### config.mk
export PLATFORM = sky130hd
export DESIGN_NAME = clksyn_loader
export DESIGN_NICKNAME = d
export VERILOG_FILES = /design/src/rtl/clksyn_pkg.sv /design/src/rtl/clksyn_interval_ctr.sv /design/src/rtl/clksyn_seq_ctrl.sv /design/src/rtl/clksyn_line_encoder.sv /design/src/rtl/clksyn_loader.sv
export SDC_FILE = /design/constraint.sdc
export NUM_CORES = 1
export LEC_CHECK = 0
export ABC_CLOCK_PERIOD_IN_PS = 3400
export BUFFER_PORTS_ARGS = -buffer_cell sky130_fd_sc_hd__buf_2
export CAP_MARGIN = 20
export CELL_PAD_IN_SITES_DETAIL_PLACEMENT = 1
export CELL_PAD_IN_SITES_GLOBAL_PLACEMENT = 1
export CORE_ASPECT_RATIO = 0.9
export CORE_MARGIN = 5
export CORE_UTILIZATION = 46
export CTS_CLUSTER_DIAMETER = 60
export DETAILED_ROUTE_END_ITERATION = 7
export PLACE_DENSITY_LB_ADDON = 0.1
export SLEW_MARGIN = 15
export SYNTH_ARGS = -nofsm -noshare
export SYNTH_HDL_FRONTEND = slang
export SYNTH_SLANG_ARGS = --single-unit
### constraint.sdc
create_clock -name clk -period 3.4 [get_ports clk]
set_input_delay 0.17 -clock clk [delete_from_list [all_inputs] [get_ports clk]]
set_output_delay 0.17 -clock clk [all_outputs]
set_load 0.02 [all_outputs]
### src/rtl/clksyn_pkg.sv
package clksyn_pkg;

   typedef enum logic [1:0] {
      ST_IDLE   = 2'd0,
      ST_SEND   = 2'd1,
      ST_SETTLE = 2'd2
   } seq_state_e;

   // Fixed shape of the serial frame.
   localparam int MARK_STEPS  = 5;   // start marker states
   localparam int TAIL_STEPS  = 3;   // stop marker states
   localparam int BIT_PHASES  = 4;   // line states per payload bit

   function automatic int frame_steps(input int pairs, input int pay_w);
      return 2 * pairs + MARK_STEPS + BIT_PHASES * pay_w + TAIL_STEPS;
   endfunction

   function automatic int width_for(input int count);
      return (count > 1) ? $clog2(count) : 1;
   endfunction

endpackage

### src/rtl/clksyn_interval_ctr.sv
module clksyn_interval_ctr #(
   parameter int LIMIT = 16
) (
   input  logic clk,
   input  logic rst_n,
   input  logic clr_i,
   input  logic en_i,
   output logic last_o
);
   localparam int CW = clksyn_pkg::width_for(LIMIT);
   localparam logic [CW-1:0] TOP = CW'(LIMIT - 1);

   if (LIMIT < 1) begin : g_bad_limit
      $error("clksyn_interval_ctr: LIMIT must be at least 1");
   end

   logic [CW-1:0] cnt_q;

   always_ff @(posedge clk or negedge rst_n) begin
      if (!rst_n) begin
         cnt_q <= '0;
      end else if (clr_i) begin
         cnt_q <= '0;
      end else if (en_i) begin
         cnt_q <= last_o ? '0 : cnt_q + 1'b1;
      end
   end

   assign last_o = (cnt_q == TOP);

   // counter never runs past its terminal value
   p_cnt_in_range_r7: assert property (@(posedge clk) disable iff (!rst_n)
      cnt_q <= TOP);

endmodule

### src/rtl/clksyn_seq_ctrl.sv
module clksyn_seq_ctrl
   import clksyn_pkg::*;
#(
   parameter int HOLD_CYCLES    = 16,
   parameter int SETTLE_CYCLES  = 1000000,
   parameter int PREAMBLE_PAIRS = 6,
   parameter int PAYLOAD_W      = 24,
   parameter int DIV_W          = 21,
   parameter int SEL_W          = 2,
   parameter int STEP_W         = 7
) (
   input  logic                 clk,
   input  logic                 rst_n,
   input  logic                 start_i,
   input  logic [DIV_W-1:0]     div_word_i,
   input  logic [SEL_W-1:0]     reg_sel_i,
   output seq_state_e           state_o,
   output logic [STEP_W-1:0]    step_o,
   output logic [PAYLOAD_W-1:0] payload_o,
   output logic                 busy_o,
   output logic                 done_o
);
   localparam int TOTAL = frame_steps(PREAMBLE_PAIRS, PAYLOAD_W);
   localparam logic [STEP_W-1:0] LAST_STEP = STEP_W'(TOTAL - 1);

   if (STEP_W < width_for(TOTAL)) begin : g_bad_stepw
      $error("clksyn_seq_ctrl: STEP_W too narrow for frame length");
   end

   seq_state_e            state_q;
   logic [STEP_W-1:0]     step_q;
   logic [PAYLOAD_W-1:0]  payload_q;
   logic                  done_q;
   logic                  hold_last;
   logic                  settle_last;
   logic                  accept;

   assign accept = (state_q == ST_IDLE) && start_i;

   // Per-step hold timer, cleared whenever no step is on the lines.
   clksyn_interval_ctr #(.LIMIT(HOLD_CYCLES)) u_hold (
      .clk    (clk),
      .rst_n  (rst_n),
      .clr_i  (state_q != ST_SEND),
      .en_i   (state_q == ST_SEND),
      .last_o (hold_last)
   );

   // Settling timer, runs only after the stop marker.
   clksyn_interval_ctr #(.LIMIT(SETTLE_CYCLES)) u_settle (
      .clk    (clk),
      .rst_n  (rst_n),
      .clr_i  (state_q != ST_SETTLE),
      .en_i   (state_q == ST_SETTLE),
      .last_o (settle_last)
   );

   always_ff @(posedge clk or negedge rst_n) begin
      if (!rst_n) begin
         state_q   <= ST_IDLE;
         step_q    <= '0;
         payload_q <= '0;
         done_q    <= 1'b0;
      end else begin
         done_q <= 1'b0;
         unique case (state_q)
            ST_IDLE: begin
               if (accept) begin
                  state_q   <= ST_SEND;
                  step_q    <= '0;
                  payload_q <= PAYLOAD_W'({reg_sel_i, div_word_i});
               end
            end
            ST_SEND: begin
               if (hold_last) begin
                  if (step_q == LAST_STEP) begin
                     state_q <= ST_SETTLE;
                  end else begin
                     step_q <= step_q + 1'b1;
                  end
               end
            end
            ST_SETTLE: begin
               if (settle_last) begin
                  state_q <= ST_IDLE;
                  done_q  <= 1'b1;
               end
            end
            default: state_q <= ST_IDLE;
         endcase
      end
   end

   assign state_o   = state_q;
   assign step_o    = step_q;
   assign payload_o = payload_q;
   assign busy_o    = (state_q != ST_IDLE);
   assign done_o    = done_q;

   // step index only advances when the hold timer expires
   p_step_holds_r7: assert property (@(posedge clk) disable iff (!rst_n)
      (state_q == ST_SEND && !hold_last) |=> $stable(step_q));

   // done is a single-cycle pulse
   p_done_single_r8: assert property (@(posedge clk) disable iff (!rst_n)
      done_q |=> !done_q);

   // done only ever follows the settling state
   p_done_after_settle_r8: assert property (@(posedge clk) disable iff (!rst_n)
      done_q |-> ($past(state_q) == ST_SETTLE));

   // a start while busy leaves the captured payload alone
   p_start_ignored_r9: assert property (@(posedge clk) disable iff (!rst_n)
      (state_q != ST_IDLE && start_i) |=> $stable(payload_q));

   // busy rises in the cycle after an accepted start
   p_busy_after_start_r11: assert property (@(posedge clk) disable iff (!rst_n)
      accept |=> busy_o);

endmodule

### src/rtl/clksyn_line_encoder.sv
module clksyn_line_encoder
   import clksyn_pkg::*;
#(
   parameter int PREAMBLE_PAIRS = 6,
   parameter int PAYLOAD_W      = 24,
   parameter int STEP_W         = 7
) (
   input  logic                 clk,
   input  logic                 rst_n,
   input  seq_state_e           state_i,
   input  logic [STEP_W-1:0]    step_i,
   input  logic [PAYLOAD_W-1:0] payload_i,
   output logic                 syn_clk_o,
   output logic                 syn_dat_o
);
   localparam int BIT_W = width_for(PAYLOAD_W);
   localparam logic [STEP_W-1:0] MARK_BASE = STEP_W'(2 * PREAMBLE_PAIRS);
   localparam logic [STEP_W-1:0] PAY_BASE  = STEP_W'(2 * PREAMBLE_PAIRS + MARK_STEPS);
   localparam logic [STEP_W-1:0] TAIL_BASE = STEP_W'(2 * PREAMBLE_PAIRS + MARK_STEPS
                                                     + BIT_PHASES * PAYLOAD_W);

   if (STEP_W < BIT_W + 2) begin : g_bad_stepw
      $error("clksyn_line_encoder: STEP_W too narrow for payload index");
   end

   logic [STEP_W-1:0] rel_mark;
   logic [STEP_W-1:0] rel_pay;
   logic [STEP_W-1:0] rel_tail;
   logic [BIT_W-1:0]  bit_sel;
   logic [1:0]        phase;
   logic              cur_bit;
   logic              dat_d;
   logic              clk_d;

   assign rel_mark = step_i - MARK_BASE;
   assign rel_pay  = step_i - PAY_BASE;
   assign rel_tail = step_i - TAIL_BASE;
   assign phase    = rel_pay[1:0];
   assign bit_sel  = rel_pay[BIT_W+1:2];
   assign cur_bit  = payload_i[bit_sel];

   always_comb begin
      dat_d = 1'b1;
      clk_d = 1'b1;
      if (state_i == ST_SEND) begin
         if (step_i < MARK_BASE) begin
            // unlock pairs: clock toggles low/high, data held high
            clk_d = step_i[0];
         end else if (step_i < PAY_BASE) begin
            unique case (rel_mark)
               STEP_W'(0): begin dat_d = 1'b1; clk_d = 1'b0; end
               STEP_W'(1): begin dat_d = 1'b0; clk_d = 1'b0; end
               STEP_W'(2): begin dat_d = 1'b0; clk_d = 1'b1; end
               STEP_W'(3): begin dat_d = 1'b0; clk_d = 1'b0; end
               default:    begin dat_d = 1'b0; clk_d = 1'b1; end
            endcase
         end else if (step_i < TAIL_BASE) begin
            // complement first, true value second; clock low in the middle
            dat_d = phase[1] ? cur_bit : ~cur_bit;
            clk_d = (phase == 2'd0) || (phase == 2'd3);
         end else begin
            clk_d = (rel_tail != STEP_W'(1));
         end
      end
   end

   // Registered lines so the synthesizer never sees decode glitches.
   always_ff @(posedge clk or negedge rst_n) begin
      if (!rst_n) begin
         syn_dat_o <= 1'b1;
         syn_clk_o <= 1'b1;
      end else begin
         syn_dat_o <= dat_d;
         syn_clk_o <= clk_d;
      end
   end

   // the two lines never move in the same cycle
   p_one_line_moves_r10: assert property (@(posedge clk) disable iff (!rst_n)
      !$stable(syn_clk_o) |-> $stable(syn_dat_o));

   // lines rest high once the sequencer has been idle for a cycle
   p_idle_lines_high_r1: assert property (@(posedge clk) disable iff (!rst_n)
      (state_i == ST_IDLE && $past(state_i) == ST_IDLE) |-> (syn_dat_o && syn_clk_o));

endmodule

### src/rtl/clksyn_loader.sv
module clksyn_loader
   import clksyn_pkg::*;
#(
   parameter int HOLD_CYCLES    = 16,
   parameter int SETTLE_CYCLES  = 1000000,
   parameter int PREAMBLE_PAIRS = 6,
   parameter int PAYLOAD_W      = 24,
   parameter int DIV_W          = 21,
   parameter int SEL_W          = 2
) (
   input  logic             clk,
   input  logic             rst_n,
   input  logic             start_i,
   input  logic [DIV_W-1:0] div_word_i,
   input  logic [SEL_W-1:0] reg_sel_i,
   output logic             syn_clk_o,
   output logic             syn_dat_o,
   output logic             busy_o,
   output logic             done_o
);
   localparam int TOTAL  = frame_steps(PREAMBLE_PAIRS, PAYLOAD_W);
   localparam int STEP_W = width_for(TOTAL);

   if (DIV_W + SEL_W > PAYLOAD_W) begin : g_bad_payload
      $error("clksyn_loader: divider and select do not fit the payload");
   end
   if (PREAMBLE_PAIRS < 1) begin : g_bad_pairs
      $error("clksyn_loader: at least one preamble pair required");
   end
   if (HOLD_CYCLES < 1 || SETTLE_CYCLES < 1) begin : g_bad_times
      $error("clksyn_loader: hold and settle times must be positive");
   end

   seq_state_e            state;
   logic [STEP_W-1:0]     step;
   logic [PAYLOAD_W-1:0]  payload;

   clksyn_seq_ctrl #(
      .HOLD_CYCLES   (HOLD_CYCLES),
      .SETTLE_CYCLES (SETTLE_CYCLES),
      .PREAMBLE_PAIRS(PREAMBLE_PAIRS),
      .PAYLOAD_W     (PAYLOAD_W),
      .DIV_W         (DIV_W),
      .SEL_W         (SEL_W),
      .STEP_W        (STEP_W)
   ) u_ctrl (
      .clk        (clk),
      .rst_n      (rst_n),
      .start_i    (start_i),
      .div_word_i (div_word_i),
      .reg_sel_i  (reg_sel_i),
      .state_o    (state),
      .step_o     (step),
      .payload_o  (payload),
      .busy_o     (busy_o),
      .done_o     (done_o)
   );

   clksyn_line_encoder #(
      .PREAMBLE_PAIRS(PREAMBLE_PAIRS),
      .PAYLOAD_W     (PAYLOAD_W),
      .STEP_W        (STEP_W)
   ) u_enc (
      .clk       (clk),
      .rst_n     (rst_n),
      .state_i   (state),
      .step_i    (step),
      .payload_i (payload),
      .syn_clk_o (syn_clk_o),
      .syn_dat_o (syn_dat_o)
   );

endmodule

==> Word level (Yosys, flattened, before mapping) <==
Index checks and enable logic that the tools add are counted.
{ "word_totals": {"register_bits": 59, "inputBits": 26, "output_inout_bits": 4, "wordCells": 78} }
{ "classes": {"add_sub_neg": 6, "reduce_logical": 13, "n_eq_ne": 16, "n_mux": 30, "n_lt_le_gt_ge": 4, "bitwise": 1} }
{ "op_table": {"columns": ["op", "n"], "rows": [
  ["20-bit two-way mux", 3],
  ["7-bit two-way mux", 3],
  ["20-bit by 1-bit adder with 20-bit output, second input constant", 1],
  ["20-bit == test, second input constant", 1],
  ["1-bit two-way mux", 14],
  ["7-bit one-hot mux with 2 select lines", 1],
  ["4-bit two-way mux", 3],
  ["2-bit by 1-bit != test with 1-bit output, second input constant", 5],
  ["2-bit two-way mux", 4],
  ["4-bit AND reduction", 2],
  ["2-bit nonzero test", 4],
  ["7-bit by 1-bit adder with 7-bit output, second input constant", 1],
  ["7-bit by 1-bit == test with 1-bit output, second input constant", 1],
  ["7-bit by 2-bit == test with 1-bit output, second input constant", 1],
  ["7-bit == test, second input constant", 1],
  ["7-bit logical NOT", 1],
  ["7-bit by 4-bit < comparator with 1-bit output, second input constant", 1],
  ["7-bit by 5-bit < comparator with 1-bit output, second input constant", 1],
  ["7-bit < comparator, second input constant", 1],
  ["7-bit by 1-bit != test with 1-bit output, second input constant", 1],
  ["7-bit by 4-bit subtractor with 7-bit output, second input constant", 1],
  ["7-bit by 5-bit subtractor with 7-bit output, second input constant", 1],
  ["7-bit subtractor, second input constant", 1],
  ["5-bit by 6-bit < comparator with 1-bit output, second input constant", 1],
  ["other kinds (13)", 16]
]} }

==> Logic depth before layout (Yosys ltp) <==
{ "depth": {"depth_word": 9, "mapped_depth": 10, "ltp_nobuf": 9} }

==> Modules after synthesis <==
From an unflattened synthesis, not the netlist that was laid out.
{ "hier_totals": {"cells_unflattened": 356, "area_unflattened_um2": 3671.0} }
{ "by_module_without_submodules": {"columns": ["mod", "area_each_um2", "instances", "cells_each", "seq_area_each_um2"], "rows": [
  ["clksyn_seq_ctrl", 1512.7, 1, 109, 825.8],
  ["clksyn_interval_ctr (u_ctrl.u_settle)", 1087.3, 1, 116, 500.5],
  ["clksyn_line_encoder", 864.6, 1, 111, 52.6],
  ["clksyn_interval_ctr (u_ctrl.u_hold)", 206.4, 1, 20, 100.1]
]} }

==> Least setup slack after synthesis <==
Ideal clock, no wire load.
{ "synth_timing": {"path_kind": "register to register", "startpoint": "reg u_ctrl.step_q[0], in the netlist u_ctrl.step_o[0]", "endpoint": "reg u_enc.syn_dat_o", "period_less_slack_ns": 2.370, "path_slack_ns": 1.030, "setup_time_ns": 0.082, "path_buffers": 2, "required_time_ns": 3.318, "stages_incl_launch_ff": 10, "arrival_ns": 2.288, "cell_sequence": "dfrtp_1 or4_4 buf_6 and2_4 buf_6 mux4_2 a2bb2oi_1 xnor2_1 o221ai_2 a22oi_1"} }
{ "synth_between": {"elab_chain_len": 9, "elab_cells_between_ends": 15, "classes_between": "2 x add/sub; 3 x order compare; 8 x mux; 1 x bitwise; 1 x reduce/logical"} }
{ "synth_lines": {"columns": ["item", "line", "rtl"], "rows": [
  ["start, declared", "clksyn_seq_ctrl.sv:31", "logic [STEP_W-1:0] step_q;"],
  ["start signal, assigned", "clksyn_seq_ctrl.sv:79", "step_q <= step_q + 1'b1;"],
  ["7-bit by 5-bit subtractor with 7-bit output", "clksyn_line_encoder.sv:36", "assign rel_pay = step_i - PAY_BASE;"],
  ["1-bit binary-select mux with 5-bit select", "clksyn_line_encoder.sv:40", "assign cur_bit = payload_i[bit_sel];"],
  ["1-bit two-way mux (implied by the code)", "clksyn_line_encoder.sv:40", null],
  ["1-bit NOT", "clksyn_line_encoder.sv:59", "dat_d = phase[1] ? cur_bit : ~cur_bit;"],
  ["1-bit two-way mux", "clksyn_line_encoder.sv:59", null],
  ["1-bit two-way mux", "clksyn_line_encoder.sv:57", "end else if (step_i < TAIL_BASE) begin"],
  ["1-bit two-way mux", "clksyn_line_encoder.sv:49", "end else if (step_i < PAY_BASE) begin"],
  ["1-bit two-way mux (*)", "clksyn_line_encoder.sv:46", "if (step_i < MARK_BASE) begin"],
  ["1-bit two-way mux (*)", "clksyn_line_encoder.sv:45", "if (state_i == ST_SEND) begin"],
  ["named net u_enc.dat_d", "clksyn_line_encoder.sv:32", "logic dat_d;"],
  ["end signal, assigned", "clksyn_line_encoder.sv:73", "syn_dat_o <= dat_d;"],
  ["end, declared", "clksyn_line_encoder.sv:14", "output logic syn_dat_o"]
]} }
The timed path passes the listed nets; every way through them passes the cells marked *. The select of a mux whose other input is x is not followed.
A chain may end at the register's enable or synchronous reset.

==> Final worst setup path <==
{ "layout_timing": {"startpoint": "reg u_ctrl.step_q[2], in the netlist u_ctrl.step_o[2]", "endpoint": "reg u_enc.syn_dat_o"} }
Same word-level chain as after synthesis.

==> results.toml <==
[layout]
layout_common_cells = "dfrtp_1, nor2_1, mux2_1"
synthToLayoutAreaGrowth_pct = 13.7
stdcell_count = 436
final_common_cell = "dfrtp_1"
nets = 373
antenna_cells = 0
drive_above_1_share_pct = 17.3

[sta]
slew_headroom_pct = 39.8
rsz0062_at_grt = "no"
fin_crit_sh_pct = 74.3
slew_violations = 0
max_clock_freq_mhz = 396
hold_violations = 0
worst_slew_pin_slew_ps = 903
min_period_ps = 2520
whs_ps = 41.6
setup_tns_ps = 0
setup_viol = 0
clock_skew_ps = 8.35

[grt]
grt_pass1_vias = 2539
overflow = 0
grt_antenna_before_repair = 0
grt_pass1_wl_um = 12400
grt_usage_pct = 18.1
grt_max_degree = 42

[cts]
worstSkewPairLatency_ps = 340
post_cts_buffers = 0
cts_tree = "yes"
h-tree-depth = 3
cts_resized = 0
numClockSinks = 59
clk_pin_slew_ps = 70
cts_hold_buf = 1
cts_max_path_buffers = 2
numCtsBuffers = 9
cts_root_buf = "clkbuf_8"

[yosys]
synth_cells = 310
ys_seq_area_share_pct = 46.5
async_flop_share_pct = 100
ys_types = 49
synth.top_cell.area_share_pct = 44.8
syn_avg_cell_area_um2 = 10.3
synth_top_area_cell = "dfrtp_1"
synth_warnings = 0
syn_nets = 342
synth_edf_count = 0
syn_area_mm2 = 0.00318
synth-seq-cells = 59
yosys-top-cells-area = "dfrtp_1, mux2_1, nor2_1"
synth_ff_type = "dfrtp_1"

[pwr]
p_per_area_mw_per_mm2 = 789
power_w = 0.00285
power.leakage_nw = 1.52
ir_drop_mv = 0.429

[placement]
placedCellCount = 419
hpwl_um = 5120
place.gp.congestion = 0.838
port_buffers = 29

[drt]
wire_per_inst_um = 16.4
drtIter0Drc = 71
viasPerCell = 5.41
top_layer_used = "met4"
antenna_left = 0
dr.pass1.iters = 4
vias = 2358
remaining_drc_errors = 0
routed_wl_um = 7130
wl_met3_um = 351
m1WireLength_um = 3420
dr_wl_met2_um = 3270

[setup_path]
regToRegEndpoint = "u_enc.syn_dat_o"
critPathMaxFanout = 14
crit_end = "u_enc.syn_dat_o"
required_ps = 3660
worst_setup_path_end_kind = "register"
ff2ff_path_depth = 7
cp_num_buf_inv = 0
arrival_ps = 2780
cpMaxStageDelayCell = "or4_4"
cp_cell_sequence = "or4_4, and2_4, mux4_2, a2bb2oi_1, xnor2_1, o221ai_2, a22oi_1"
critical_path_depth = 7
critPathLaunch = "u_ctrl.step_o[2]"
max_stage_delay_ps = 640
r2r_slack_ps = 880
worstSetupStartpointType = "register"
cp_top_family = "simple AND/OR/NAND/NOR gates"
rr_startpoint = "u_ctrl.step_o[2]"
critPathKind = "reg2reg"

[floorplan]
chipHeight_um = 88.9
rows = 28
die_w_um = 97.7
start_util_pct = 47.8
dieArea_mm2 = 0.00868
core_mm2 = 0.00666
pin_count = 30

[run_status]
outcome = "finished clean"

[hold_path]
hold_path.class = "in2reg"

[run]
cap_violations = 0
==> cell type report <==
| type | count | area, um2 |
|---|---|---|
| clock inverters | 6 | 72.6 |
| inverters | 9 | 33.8 |
| multi-input cells | 227 | 1600 |
| repair buffers | 35 | 193 |
| flip-flops and latches | 59 | 1480 |
| well taps | 90 | 113 |
| clock buffers | 10 | 128 |
| fillers | 748 | 3040 |
==> worst min-delay path by stage <==
| stage | slack (ps) | end | from | cells after the start |
|---|---|---|---|---|
| finish | 40 | u_ctrl.payload_o[6] | div_word_i[6] | 2 |
| global route | 20 | u_ctrl.payload_o[10] | div_word_i[10] | 2 |
| CTS | 30 | u_ctrl.payload_o[6] | div_word_i[6] | 2 |
| detailed placement | 360 | u_ctrl.u_settle.cnt_q[18] | rst_n | 1 |
| global placement | 360 | u_ctrl.u_settle.cnt_q[17] | rst_n | 1 |
| floorplan | -130 | u_ctrl.done_o | rst_n | 0 |
==> flip-flops by register name, indices dropped and copies added, names as in the netlist <==
register               flops
u_ctrl.payload_o          23
u_ctrl.done_o              1
u_ctrl.step_o              7
u_enc.syn_clk_o            1
u_ctrl.u_settle.cnt_q     20
u_ctrl.state_o             2
u_enc.syn_dat_o            1
u_ctrl.u_hold.cnt_q        4
==> cell usage after synthesis (2+ instances only) <==
| library cell | instances |
|---|---|
| dfrtp_1 | 57 |
| nor2_1 | 40 |
| mux2_1 | 32 |
| nand2_1 | 21 |
| xnor2_1 | 15 |
| nand3_1 | 14 |
| xor2_1 | 14 |
| a21oi_1 | 13 |
| clkbuf_1 | 11 |
| o21ai_0 | 9 |
| inv_1 | 8 |
| ha_1 | 6 |
| nand2b_1 | 6 |
| nor3_1 | 6 |
| and3_1 | 5 |
| a221oi_1 | 4 |
| nand4_1 | 4 |
| nor3b_1 | 3 |
| nor4_1 | 3 |
| o21ai_1 | 3 |
| a22oi_1 | 2 |
| a31oi_1 | 2 |
| buf_6 | 2 |
| dfstp_2 | 2 |
| mux2_2 | 2 |
| mux4_2 | 2 |
| or3_1 | 2 |
==> worst register-to-register path, cell delays in order (launching register included) <==
cell	delay, ps
dfrtp_1	530
or4_4	650
and2_4	200
mux4_2	430
a2bb2oi_1	170
xnor2_1	160
o221ai_2	110
a22oi_1	200
==> report_power, final <==
group	internal (W)	leakage (nW)	switching (W)
Sequential	0.000913	0.757	0.000189
Clock	0.000346	0.0975	0.000300
Combinational	0.000533	0.664	0.000572
Total	0.00179	1.52	0.00106
==> metal layers <==
metal / vias to the layer above / global-route usage (%)
met5: - / 0
met1: 1155 / 23.9
met2: 45 / 28.6
li1: 1149 / -
met4: 0 / 6.04
met3: 9 / 5.59
==> metrics by stage <==
step / setup slack [ps] / cell area, um2 / util (%)
2_1_floorplan: 1030 / 3180 / -
3_3_place_gp: 961 / 3410 / 51.2
3_5_place_dp: 876 / 3410 / 51.2
4_1_cts: 859 / 3620 / 54.3
5_1_grt: 613 / 3620 / 54.3
6_report: 875 / 3620 / 54.3
==> logic make-up (layout without fill, tap and decap cells) <==
family	after synthesis	count (layout)	synth area share, %
xor gates and xnor gates	29	29	7.99
muxes	37	37	13.8
DFF	59	59	46.5
buffers and inverters	24	60	3.34
AOI/OAI and AO/OA	42	42	8.65
and+or+nand+nor	113	113	17.4
adders and majority gates	6	6	2.36
Note: power is estimated with default switching activity, not from simulation.
